<file path="config.mk">
export PLATFORM = sky130hd
export DESIGN_NAME = pwg_ctrl
export DESIGN_NICKNAME = d
export VERILOG_FILES = /design/src/rtl/pwg_pkg.sv /design/src/rtl/pwg_interval_tracker.sv /design/src/rtl/pwg_window_calc.sv /design/src/rtl/pwg_enable_bank.sv /design/src/rtl/pwg_ctrl.sv
export SDC_FILE = /design/constraint.sdc
export NUM_CORES = 1
export LEC_CHECK = 0
export BUFFER_PORTS_ARGS = -buffer_cell sky130_fd_sc_hd__buf_2
export CAP_MARGIN = 20
export CORE_MARGIN = 2
export CORE_UTILIZATION = 23
export DETAILED_ROUTE_END_ITERATION = 12
export PLACE_DENSITY_LB_ADDON = 0.25
export SLEW_MARGIN = 25
export SYNTH_ARGS = -nofsm -noshare
export SYNTH_HDL_FRONTEND = slang
export SYNTH_SLANG_ARGS = --single-unit
</file>
<file path="constraint.sdc">
create_clock -name clk -period 9.9 [get_ports clk]
set_input_delay 1.98 -clock clk [delete_from_list [all_inputs] [get_ports clk]]
set_output_delay 1.98 -clock clk [all_outputs]
set_load 0.1 [all_outputs]
</file>
<file path="src/rtl/pwg_pkg.sv">
package pwg_pkg;
  // Number of controlled receive-chain blocks and the slot of the timing unit
  localparam int NUM_BLK = 5;
  localparam int IDX_TIM = 3;
endpackage

</file>
<file path="src/rtl/pwg_interval_tracker.sv">
module pwg_interval_tracker #(
  parameter int CNT_W = 8
) (
  input  logic             clk,
  input  logic             rst_n,
  input  logic             rx_active,
  input  logic             pulse_strobe,
  output logic [CNT_W-1:0] since_o,
  output logic [CNT_W-1:0] period_o,
  output logic             seen_o,
  output logic             period_ok_o
);
  localparam logic [CNT_W-1:0] CNT_MAX = '1;

  logic [CNT_W-1:0] since_q, period_q;
  logic             seen_q, pok_q;

  always_ff @(posedge clk or negedge rst_n) begin
    if (!rst_n) begin
      since_q  <= '0;
      period_q <= '0;
      seen_q   <= 1'b0;
      pok_q    <= 1'b0;
    end else if (!rx_active) begin
      since_q <= '0;
      seen_q  <= 1'b0;
      pok_q   <= 1'b0;
    end else if (pulse_strobe) begin
      since_q  <= '0;
      seen_q   <= 1'b1;
      pok_q    <= seen_q && (since_q != CNT_MAX);
      period_q <= since_q + 1'b1;
    end else if (since_q != CNT_MAX) begin
      since_q <= since_q + 1'b1;
    end
  end

  assign since_o     = since_q;
  assign period_o    = period_q;
  assign seen_o      = seen_q;
  assign period_ok_o = pok_q;


  sat_hold_chk: assert property (@(posedge clk) disable iff (!rst_n)
    (rx_active && !pulse_strobe && since_q == CNT_MAX) |=> since_q == CNT_MAX);


  forget_chk: assert property (@(posedge clk) disable iff (!rst_n)
    !rx_active |=> (!seen_q && !pok_q));


  pred_needs_two_chk: assert property (@(posedge clk) disable iff (!rst_n)
    (rx_active && pulse_strobe && !seen_q) |=> !pok_q);
endmodule

</file>
<file path="src/rtl/pwg_window_calc.sv">
module pwg_window_calc #(
  parameter int CNT_W = 8
) (
  input  logic             rx_active,
  input  logic             pulse_strobe,
  input  logic [CNT_W-1:0] since,
  input  logic [CNT_W-1:0] period,
  input  logic             seen,
  input  logic             period_ok,
  input  logic [CNT_W-1:0] lead_cyc,
  input  logic [CNT_W-1:0] win_cyc,
  output logic             gate_o
);
  localparam int EW = CNT_W + 1;

  logic [EW-1:0] next_pos, reach, per_ext;
  logic          lead_hit, post_hit;

  always_comb begin
    per_ext  = {1'b0, period};
    next_pos = {1'b0, since} + EW'(1);
    reach    = next_pos + {1'b0, lead_cyc};
    lead_hit = period_ok && (reach >= per_ext) && (next_pos <= per_ext);
    post_hit = seen && (since < win_cyc);
    gate_o   = rx_active && (pulse_strobe || post_hit || lead_hit);
  end
endmodule

</file>
<file path="src/rtl/pwg_enable_bank.sv">
module pwg_enable_bank #(
  parameter int NUM     = 5,
  parameter int TIM_IDX = 3
) (
  input  logic           clk,
  input  logic           rst_n,
  input  logic           rx_active,
  input  logic           bypass,
  input  logic           acq_locked,
  input  logic           gate,
  output logic [NUM-1:0] en_o,
  output logic           flag_o
);
  logic           front_want, tim_want;
  logic [NUM-1:0] en_nxt, en_q;
  logic           flag_q;

  assign front_want = rx_active && (bypass || gate);
  assign tim_want   = rx_active && (bypass || gate || !acq_locked);

  for (genvar i = 0; i < NUM; i++) begin : g_slot
    if (i == TIM_IDX) begin : g_tim
      assign en_nxt[i] = tim_want;
    end else begin : g_front
      assign en_nxt[i] = front_want;
    end
  end

  always_ff @(posedge clk or negedge rst_n) begin
    if (!rst_n) begin
      en_q   <= '0;
      flag_q <= 1'b0;
    end else begin
      en_q   <= en_nxt;
      flag_q <= gate;
    end
  end

  assign en_o   = en_q;
  assign flag_o = flag_q;


  rx_off_chk: assert property (@(posedge clk) disable iff (!rst_n)
    !rx_active |=> (en_q == '0 && !flag_q));


  bypass_on_chk: assert property (@(posedge clk) disable iff (!rst_n)
    (rx_active && bypass) |=> (&en_q));


  search_on_chk: assert property (@(posedge clk) disable iff (!rst_n)
    (rx_active && !acq_locked) |=> en_q[TIM_IDX]);
endmodule

</file>
<file path="src/rtl/pwg_ctrl.sv">
module pwg_ctrl
  import pwg_pkg::*;
#(
  parameter int CNT_W = 8
) (
  input  logic               clk,
  input  logic               rst_n,
  input  logic               rx_active,
  input  logic               bypass,
  input  logic               acq_locked,
  input  logic               pulse_strobe,
  input  logic [CNT_W-1:0]   lead_cycles,
  input  logic [CNT_W-1:0]   win_cycles,
  output logic [NUM_BLK-1:0] blk_en,
  output logic               win_flag
);
  logic [CNT_W-1:0] since, period;
  logic             seen, period_ok, gate;

  pwg_interval_tracker #(.CNT_W(CNT_W)) u_track (
    .clk         (clk),
    .rst_n       (rst_n),
    .rx_active   (rx_active),
    .pulse_strobe(pulse_strobe),
    .since_o     (since),
    .period_o    (period),
    .seen_o      (seen),
    .period_ok_o (period_ok)
  );

  pwg_window_calc #(.CNT_W(CNT_W)) u_calc (
    .rx_active   (rx_active),
    .pulse_strobe(pulse_strobe),
    .since       (since),
    .period      (period),
    .seen        (seen),
    .period_ok   (period_ok),
    .lead_cyc    (lead_cycles),
    .win_cyc     (win_cycles),
    .gate_o      (gate)
  );

  pwg_enable_bank #(.NUM(NUM_BLK), .TIM_IDX(IDX_TIM)) u_bank (
    .clk       (clk),
    .rst_n     (rst_n),
    .rx_active (rx_active),
    .bypass    (bypass),
    .acq_locked(acq_locked),
    .gate      (gate),
    .en_o      (blk_en),
    .flag_o    (win_flag)
  );


  strobe_open_chk: assert property (@(posedge clk) disable iff (!rst_n)
    (rx_active && pulse_strobe) |=> (blk_en[0] && blk_en[1] && blk_en[2] && blk_en[4] && win_flag));


  front_same_chk: assert property (@(posedge clk) disable iff (!rst_n)
    (blk_en[0] == blk_en[1]) && (blk_en[1] == blk_en[2]) && (blk_en[2] == blk_en[4]));
endmodule

</file>
Word level (Yosys, flattened, before mapping)
Cells that the tools add are included.
Word-level totals
  bits in registers: 24
  bits of input ports: 22
  output and inout port bits: 6
  logic and storage cells: 35
Operators by class
  add/sub/neg operators: 3
  $lt $le $gt $ge: 3
  equal/unequal tests: 3
  mux-type cells: 7
  reduce and logical (&&, ||, !) cells: 13
Operator list (number)
  $mux W8: 3
  $add A8 B1 Y9 const B: 1
  $add A9 B8 Y9: 1
  $ge A9 B8 Y1: 1
  $le A9 B8 Y1: 1
  $add A8 B1 Y8 const B: 1
  $lt A8 B8 Y1: 1
  $ne A8 B8 Y1 const B: 1
  $logic_and A1 B1 Y1: 7
  $logic_or A1 B1 Y1: 4
  $mux W1: 4
  $ne A3 B1 Y1 const B: 1
  $ne A2 B1 Y1 const B: 1
  $reduce_and A2 Y1: 1
  $logic_not A1 Y1: 1

Depth between registers and ports, before layout
Gate-level depths: netlist (run 1).
  depth after elaboration: 10
  depth in mapped cells: 15
  depth with buffers taken out: 15

Modules after synthesis
Synthesis (run 1) repeated with hierarchy kept, for this count alone.
Unflattened totals
  cells, all modules: 223
  area total of the unflattened synthesis: 1928.1 um^2
Modules (own cells, without submodules)
  pwg_window_calc: instances 1, cells each 132, area each 1002.2 um^2, sequential area each 0.0 um^2
  pwg_interval_tracker: instances 1, cells each 82, area each 810.8 um^2, sequential area each 450.4 um^2
  pwg_enable_bank: instances 1, cells each 9, area each 115.1 um^2, sequential area each 75.1 um^2

Worst setup path before layout (run 1)
OpenSTA, ideal clock, no wires.
  path type: input -> register
  start point: input lead_cycles[1]
  end point: register u_bank.en_q[3] (netlist: u_bank.en_o[3])
  library setup time: 0.084 ns
  arrival time: 4.182 ns
  path slack: 5.635 ns
  stages on the path: 11
  path buffers: 0
  cell sequence: ha_1 > a21o_1 > a21oi_1 > o21ai_1 > o41ai_2 > xnor2_1 > ha_1 > nand3_1 > o31a_1 > a311o_1 > a41oi_2
On the way
  cells in the longest elaborated chain, start to end: 9
RTL lines
  from (decl): line pwg_ctrl.sv:12  | input logic [CNT_W-1:0] lead_cycles,
  $add A9 B8 Y9: line pwg_window_calc.sv:22  | reach = next_pos + {1'b0, lead_cyc};
  $ge A9 B8 Y1: line pwg_window_calc.sv:23  | lead_hit = period_ok && (reach >= per_ext) && (next_pos <= per_ext);
  $logic_and A1 B1 Y1 (2 in series): line pwg_window_calc.sv:23
  $logic_or A1 B1 Y1: line pwg_window_calc.sv:25  | gate_o = rx_active && (pulse_strobe || post_hit || lead_hit);
  $logic_and A1 B1 Y1: line pwg_window_calc.sv:25
  $logic_or A1 B1 Y1 (2 in series): line pwg_enable_bank.sv:19  | assign tim_want = rx_active && (bypass || gate || !acq_locked);
  $logic_and A1 B1 Y1: line pwg_enable_bank.sv:19
  net u_bank.tim_want: line pwg_enable_bank.sv:14  | logic front_want, tim_want;
  to (signal assigned): line pwg_enable_bank.sv:34  | en_q <= en_nxt;
  to (decl): line pwg_enable_bank.sv:15  | logic [NUM-1:0] en_nxt, en_q;
The timed path passes the listed nets, and every way through them passes these cells.
A chain may end at the register's enable or synchronous reset.

Final worst setup path (run 1)
Same ends and word-level chain as after synthesis.

==> results of run 1 <==
registers in the layout, indices dropped and copies added (netlist names):
| signal | count |
|---|---|
| u_bank.en_o | 2 |
| u_bank.flag_o | 1 |
| u_track.since_o | 8 |
| u_track.period_ok_o | 1 |
| u_track.seen_o | 1 |
| u_track.period_o | 8 |
final cells by class:
| class | count | area [µm²] |
|---|---|---|
| timing repair buffer | 27 | 135 |
| sequential | 21 | 526 |
| inverter | 28 | 105 |
| fill | 846 | 5550 |
| tap | 102 | 128 |
| multi-input combinational | 142 | 1120 |
| clock buffer | 4 | 45.0 |
metrics by stage:
stage               setup slack (ns)  cells  power [W]
finish                          5.46    324   0.000204
global route                    5.15    324   0.000217
CTS                             5.46    324   0.000207
detailed placement              5.22    320   0.000152
global placement                5.26    320   0.000152
floorplan                       5.63    196   0.000137
cells in the final DEF (no fill, tap or decap), types with 2 or more instances in the layout:
cell type  instances
a21o_1             6
buf_2             27
clkbuf_8           3
nand2_1           12
nand4_1            2
nor3_1             3
ha_1              33
nor2_1            11
o21ai_0           12
a31oi_1            3
a21oi_1           11
o211ai_1           2
xnor2_1            8
nand2b_1           5
inv_1             28
a211oi_1           3
dfrtp_1           21
nor2b_1            2
nand3_1            7
o31a_1             2
xor2_1             5
power by group through the flow:
stage | sequential (W) | combinational [W] | clock [W]
floorplan | 0.0000988 | 0.0000381 | 0
global placement | 0.0000927 | 0.0000594 | 0
detailed placement | 0.0000926 | 0.0000596 | 0
CTS | 0.0000910 | 0.0000599 | 0.0000563
global route | 0.0000914 | 0.0000669 | 0.0000592
finish | 0.0000910 | 0.0000587 | 0.0000540
metal layers:
| layer | vias up | wire (µm) |
|---|---|---|
| li1 | 738 | - |
| met1 | 608 | 1880 |
| met2 | 17 | 1610 |
| met3 | 2 | 84 |
| met4 | 0 | 36 |
| met5 | - | 0 |
logic make-up (layout without fill, tap and decap cells):
family / count (synthesis) / after routing / share of synthesized area
AO/OA/AOI/OAI: 47 / 47 / 0.179
multiplexers: 1 / 1 / 0.00562
XOR/XNOR: 13 / 13 / 0.0639
flip-flops: 21 / 21 / 0.295
AND/OR/NAND/NOR: 47 / 47 / 0.138
buffers and inverters: 33 / 59 / 0.0758
adder cells (fa/ha/maj): 34 / 34 / 0.243
worst reg2reg max path, stage by stage, from the launching register on:
cell	delay (ns)
dfrtp_1	0.49
ha_1	0.33
xnor2_1	0.26
inv_1	0.12
ha_1	0.33
a21oi_1	0.23
o21ai_1	0.15
o41ai_2	0.24
xnor2_1	0.16
ha_1	0.27
nor2b_1	0.13
a2111oi_0	0.35
a311o_1	0.32
a41oi_2	0.13
worst max path at each step:
stage	slack, ns	end	cells past startpoint
6_report	5.46	u_bank.en_o[3]$_DFF_PN0_	12
5_1_grt	5.15	u_bank.en_o[3]$_DFF_PN0_	12
4_1_cts	5.46	u_bank.en_o[3]$_DFF_PN0_	12
3_5_place_dp	5.22	u_bank.en_o[3]$_DFF_PN0_	12
3_3_place_gp	5.26	u_bank.flag_o$_DFF_PN0_	12
2_1_floorplan	5.63	u_bank.en_o[3]$_DFF_PN0_	11
==> run summary, run 1 <==
status: completed
Inserted Diodes: 0
dpl cell area: 0.00201 mm²
largest net degree at the start of global routing: 22
Core Region: 0.00761 mm²
setup bufs post-CTS: 0
PortBufs: 27
Vias per Instance: 4.21
Worst Hold Path EP: u_track.period_o[7]$_DFFE_PN0P_
reg2reg path depth: 13
syn_area_per_cell: 9.09 µm²
die width: 92.0 µm
CTS Buffer Depth: 2
Crit path largest cell delay: 0.35 ns
highest-delay cell along the critical path: a2111oi_0
Clock power frac: 0.265
Post-synth EDFFs: 0
vias in the first global route: 1436
Hold Startpoint: u_track.period_o[7]$_DFFE_PN0P_
CP required: 10.01 ns
min Tclk post-route: 4.44 ns
crit-path cells: buf_2 > ha_1 > a21o_1 > a21oi_1 > o21ai_1 > o41ai_2 > xnor2_1 > ha_1 > nor2b_1 > a2111oi_0 > a311o_1 > a41oi_2
final setup fails: 0
die area: 0.00847 mm²
count leader, synth: ha_1
Worst-Margin Slew: 0.534 ns
Util after Layout: 0.271
met1 Resource Use GR: 0.135
Final Cycle Share: 0.448
Fin Setup TNS: 0 ns
CTS Hold Buffers Added: 0
Routed Antenna Nets: 0
LEAKAGE: 1.10 nW
TritonCTS clock tree: done
Routed wire per std cell: 11.1 µm
detailed placement HPWL: 3090 µm
Synth async-reset ratio: 1.00
final WL: 3610 µm
Synth Flop Type: dfrtp_1
initial antenna violation count: 0
Top Family by Delay on Critical Path: compound AO/OA/AOI/OAI gates
CP Max Fanout: 3
vias: 1365
Die H: 92.0 µm
CP Class: input pin to register
CTS sink cnt: 21
first-pass GRT wire length: 6470 µm
IO Count: 28
Area Growth Syn to Fin: 15.6%
Max Cap Viol: 0
Final Hold Fails: 0
RSZ-0062 raised after global routing: false
Power Density: 98.9 mW/mm²
Critical Path AT: 4.55 ns
gr usage total: 0.0930
Slew HR: 0.640
maximum clock frequency: 225 MHz
clk_lat worst skew: 0.25 ns
routability cong.: 0.709
synth cell count leaders: ha_1, inv_1, dfrtp_1
Worst Path Buf+Inv: 1
HP Class: register to register
Finished Cell Area: 0.00206 mm²
top cells by area, synth: dfrtp_1, ha_1, inv_1, xnor2_1, o21ai_0
Synth Warn #: 0
DR DRC count: 0
Syn Inst Count: 196
switching part of the total: 0.320
Detailed Route Iter0 Violations: 24
worst reg-to-reg setup slack: 6.24 ns
H-tree Lvls: 1
library cells used by synthesis: 36
Synth area leader: dfrtp_1
most used routing layer in global routing: met2
Gate power share: 0.288
CP Capture Type: register
cell mode on critical path: ha_1
layout cells sized above 1: 0.153
Rows: 32
Synth top area share: 0.295
Seq pwr share: 0.447
switching power: 0.0000652 W
Hold Path Cell Cnt: 2
CP Launch Type: input pin
drt pass-1 iters: 4
Reg2Reg Capture Point: u_bank.en_o[3]$_DFF_PN0_
M3 GR Usage: 0.00657
Synth Cell Area: 0.00178 mm²
final worst clock skew: 0.000914 ns
Post-Route Hold Slack: 0.480 ns
Seq cells post-synth: 21
routing usage on met2: 0.149
Root Driver: clkbuf_8
Max VDD drop: 0.0000343 V
gr ovfl total: 0
Post-Synthesis Net Count: 252
fin nets: 279
Initial Util: 0.234
Final Slew Violations: 0
sequential share of the synthesized area: 0.295
R2R Path Start: u_track.since_o[0]$_DFFE_PN0P_
CP startpoint: lead_cycles[1]
clock slew at reported path FFs: 0.07 ns
CTS Buf Count: 3
Internal Power: 0.000138 W
PostCTS Resize Cnt: 0
No activity file was read; power rests on OpenSTA's default activity.
==> run 2, diff against run 1 <==
==> constraint.sdc (replaced) <==
create_clock -name clk -period 4.08 [get_ports clk]
set_input_delay 0.816 -clock clk [delete_from_list [all_inputs] [get_ports clk]]
set_output_delay 0.816 -clock clk [all_outputs]
set_load 0.1 [all_outputs]
==> run summary, run 2 (synthesized netlist as in run 1, its figures left out) <==
status: completed
final worst clock skew: 0.00135 ns
power consumption: 0.000501 W
Die H: 92.0 µm
setup bufs post-CTS: 0
layout cells sized above 1: 0.153
Worst Path Buf+Inv: 1
CTS Buffer Depth: 2
Routed wire per std cell: 11.5 µm
Initial Util: 0.234
CP Capture Type: register
Root Driver: clkbuf_8
H-tree Lvls: 1
Rows: 32
PortBufs: 27
Cells after DPL: 320
HP Class: register to register
detailed placement HPWL: 3110 µm
LEAKAGE: 1.10 nW
Util after Layout: 0.271
vias in the first global route: 1434
Inserted Diodes: 0
Fin Setup TNS: 0 ns
die width: 92.0 µm
initial antenna violation count: 0
DR WL met3: 84 µm
final WL: 3720 µm
fin cells: 324
fin nets: 279
CP Launch Type: register
Critical Path AT: 3.75 ns
Slew HR: 0.651
Crit path largest cell delay: 0.49 ns
most common library cell in the layout ignoring fill and taps: ha_1
Core Region: 0.00761 mm²
Power Density: 243 mW/mm²
met2 wire len: 1640 µm
CP Max Fanout: 8
cell mode on critical path: ha_1
commonest cells after routing, fill and taps aside: ha_1, inv_1, buf_2
Top Family by Delay on Critical Path: compound AO/OA/AOI/OAI gates
gr ovfl total: 0
die area: 0.00847 mm²
Max VDD drop: 0.0000890 V
CP Class: register to register
routability cong.: 0.763
clock slew at reported path FFs: 0.08 ns
crit-path cells: ha_1 > nand3_1 > xor2_1 > inv_1 > ha_1 > o211a_1 > o31a_1 > nor2_1 > xnor2_1 > ha_1 > a21oi_1 > nor2b_1 > a2111oi_0 > a311o_1 > a31oi_1
Final Hold Fails: 0
Final Slew Violations: 0
drt pass-1 iters: 3
vias: 1373
RSZ-0062 raised after global routing: false
PostCTS Resize Cnt: 0
Vias per Instance: 4.24
uppermost layer routed: met4
clk_lat worst skew: 0.26 ns
highest-delay cell along the critical path: dfrtp_1
maximum clock frequency: 275 MHz
CP required: 4.19 ns
setup slack after placement: 0.411 ns
min Tclk post-route: 3.63 ns
gr usage total: 0.0927
Detailed Route Iter0 Violations: 33
CTS Hold Buffers Added: 0
setup ws final: 0.445 ns
DR DRC count: 0
Max Cap Viol: 0
Final Cycle Share: 0.891
fillers: 855
CTS sink cnt: 21
Area Growth Syn to Fin: 15.6%
largest net degree at the start of global routing: 22
first-pass GRT wire length: 6430 µm
DRT met1 WL: 1960 µm
TritonCTS clock tree: done
CTS Buf Count: 3
final setup fails: 0
IO Count: 28
Routed Antenna Nets: 0
Worst-Margin Slew: 0.517 ns
[run 2: worst paths after layout]
kind                                                  from                              end  slack, ns  cells past startpoint
min in group asynchronous                            rst_n          u_bank.flag_o$_DFF_PN0_       0.51                      1
max reg2reg                 u_track.since_o[0]$_DFFE_PN0P_          u_bank.flag_o$_DFF_PN0_       0.45                     15
max                         u_track.since_o[0]$_DFFE_PN0P_          u_bank.flag_o$_DFF_PN0_       0.45                     15
max in group asynchronous                            rst_n  u_track.period_o[2]$_DFFE_PN0P_       3.25                      1
min                        u_track.period_o[7]$_DFFE_PN0P_  u_track.period_o[7]$_DFFE_PN0P_       0.48                      2
min reg2reg                u_track.period_o[7]$_DFFE_PN0P_  u_track.period_o[7]$_DFFE_PN0P_       0.48                      2
[run 2: through the flow]
step / area (µm²) / hold slack [ns]
2_1_floorplan: 1780 / 0.450
3_3_place_gp: 2010 / 0.465
3_5_place_dp: 2010 / 0.471
4_1_cts: 2060 / 0.489
5_1_grt: 2060 / 0.505
6_report: 2060 / 0.481
[run 2: tightest hold or removal path, stage by stage (launching register included)]
cell and delay, ns:
dfrtp_1 0.34, nand2_1 0.04, o21ai_0 0.06
[run 2: area by class of cell]
type / count / area (µm²) / area share
inverters: 28 / 105 / 0.0510
flip-flops and latches: 21 / 526 / 0.255
clock buffers: 4 / 45.0 / 0.0219
well taps: 102 / 128 / 0.0620
multi-input cells: 142 / 1120 / 0.544
repair buffers: 27 / 135 / 0.0656
[run 2: routing by layer]
metal | vias to the layer above | global-route usage
met3 | 4 | 0.0107
met1 | 619 | 0.127
li1 | 733 | -
met2 | 17 | 0.152
met4 | 0 | 0.0311
met5 | - | 0
[run 2: power by group]
part / switching (W) / internal (W)
Combinational: 0.0000917 / 0.0000517
Clock: 0.0000672 / 0.0000696
Sequential: 0.00000547 / 0.000215
Total: 0.000164 / 0.000336
==> run 3, diff against run 2 <==
--- a/config.mk
+++ b/config.mk
@@ -7,6 +7,7 @@
 export LEC_CHECK = 0
 export BUFFER_PORTS_ARGS = -buffer_cell sky130_fd_sc_hd__buf_2
 export CAP_MARGIN = 20
+export CORE_ASPECT_RATIO = 0.75
 export CORE_MARGIN = 2
 export CORE_UTILIZATION = 23
 export DETAILED_ROUTE_END_ITERATION = 12
==> run summary, run 3 (synthesized netlist as in run 1, its figures left out) <==
power consumption: 0.000502 W
final WL: 3680 µm
maximum clock frequency: 271 MHz
setup slack after placement: 0.400 ns
Final Slew Violations: 0
vias in the first global route: 1413
Power Density: 244 mW/mm²
Critical Path AT: 3.81 ns
Core Region: 0.00743 mm²
vias: 1353
Worst-Margin Slew: 0.524 ns
Reg2Reg Capture Point: u_bank.en_o[3]$_DFF_PN0_
CTS Hold Buffers Added: 0
CP required: 4.20 ns
PostCTS Resize Cnt: 0
die area: 0.00847 mm²
Routed Antenna Nets: 0
setup bufs post-CTS: 0
reg2reg path depth: 13
largest net degree at the start of global routing: 22
worst reg-to-reg setup slack: 0.39 ns
Rows: 27
Die H: 80.2 µm
final worst clock skew: 0.00134 ns
CP Class: register to register
HP Class: register to register
Max VDD drop: 0.000128 V
Critical Path End: u_bank.en_o[3]$_DFF_PN0_
first-pass GRT wire length: 6600 µm
Area Growth Syn to Fin: 15.5%
status: completed
Routed wire per std cell: 11.4 µm
H-tree Lvls: 1
Initial Util: 0.240
final setup fails: 0
IO Count: 28
CTS sink cnt: 21
CP startpoint: u_track.since_o[0]$_DFFE_PN0P_
RSZ-0062 raised after global routing: false
fin nets: 279
Vias per Instance: 4.19
R2R Path Start: u_track.since_o[0]$_DFFE_PN0P_
Root Driver: clkbuf_8
Final Cycle Share: 0.905
Max Cap Viol: 0
layout cells sized above 1: 0.153
clk_lat worst skew: 0.26 ns
die width: 106 µm
CP Max Fanout: 8
TritonCTS clock tree: done
detailed placement HPWL: 3100 µm
drt pass-1 iters: 4
Slew HR: 0.647
LEAKAGE: 1.10 nW
gr usage total: 0.0969
initial antenna violation count: 0
commonest cells after routing, fill and taps aside: ha_1, inv_1, buf_2
Final Hold Fails: 0
min Tclk post-route: 3.69 ns
CTS Buffer Depth: 2
Post-Route Hold Slack: 0.487 ns
gr ovfl total: 0
CP Launch Type: register
Inserted Diodes: 0
most common library cell in the layout ignoring fill and taps: ha_1
CTS Buf Count: 3
Fin Setup TNS: 0 ns
PortBufs: 27
setup ws final: 0.387 ns
Detailed Route Iter0 Violations: 28
routability cong.: 0.785
DR DRC count: 0
clock slew at reported path FFs: 0.08 ns
CP Capture Type: register
==> run 3: cell counts in the layout (fill, tap and decap cells not counted) <==
No cell type changed its count.
==> run 3: cell type report <==
| cell class | instances | area [µm²] |
|---|---|---|
| tap | 101 | 126 |
| sequential | 21 | 526 |
| multi-input combinational | 142 | 1120 |
| inverter | 28 | 105 |
| fill | 811 | 5370 |
| timing repair buffer | 27 | 135 |
| clock buffer | 4 | 45.0 |
==> run 3: critical path, cell delays in order, from the launching register on <==
cell       delay (ns)
dfrtp_1          0.50
ha_1             0.33
xnor2_1          0.30
inv_1            0.13
ha_1             0.33
a21oi_1          0.22
o21ai_1          0.14
o41ai_2          0.26
xnor2_1          0.16
ha_1             0.28
nor2b_1          0.14
a2111oi_0        0.31
a311o_1          0.33
a41oi_2          0.13
==> run 3: power by group <==
group | internal, W | leakage [nW] | switching (W) | total [W]
Clock | 0.0000696 | 0.0228 | 0.0000672 | 0.000137
Sequential | 0.000215 | 0.281 | 0.00000569 | 0.000221
Combinational | 0.0000517 | 0.793 | 0.0000925 | 0.000144
Total | 0.000336 | 1.10 | 0.000165 | 0.000502
==> run 3: worst min path at each step <==
stage | startpoint | to | slack, ns | cells past startpoint
final | u_track.period_o[2]$_DFFE_PN0P_ | u_track.period_o[2]$_DFFE_PN0P_ | 0.49 | 2
after global routing | u_track.period_o[1]$_DFFE_PN0P_ | u_track.period_o[1]$_DFFE_PN0P_ | 0.52 | 2
after CTS | u_track.period_o[3]$_DFFE_PN0P_ | u_track.period_o[3]$_DFFE_PN0P_ | 0.49 | 2
after detailed placement | u_track.period_o[3]$_DFFE_PN0P_ | u_track.period_o[3]$_DFFE_PN0P_ | 0.47 | 2
after global placement | u_track.period_o[2]$_DFFE_PN0P_ | u_track.period_o[2]$_DFFE_PN0P_ | 0.46 | 2
after floorplan | u_track.period_o[1]$_DFFE_PN0P_ | u_track.period_o[1]$_DFFE_PN0P_ | 0.45 | 2
==> run 3: metrics by stage <==
stage	instance area (µm²)	util	instances
floorplan	1780	-	196
global route	2060	0.277	323
CTS	2060	0.277	323
detailed placement	2010	0.271	319
finish	2060	0.277	323
global placement	2010	0.271	319
==> run 3: per-layer routing <==
layer | global-route usage | routed length (µm) | vias to the layer above | share of wire
met5 | 0 | 0 | - | 0
met4 | 0.00789 | 8 | 0 | 0.0022
met3 | 0.0300 | 168 | 2 | 0.046
met2 | 0.152 | 1500 | 22 | 0.41
met1 | 0.136 | 2000 | 594 | 0.54
li1 | - | - | 735 | -
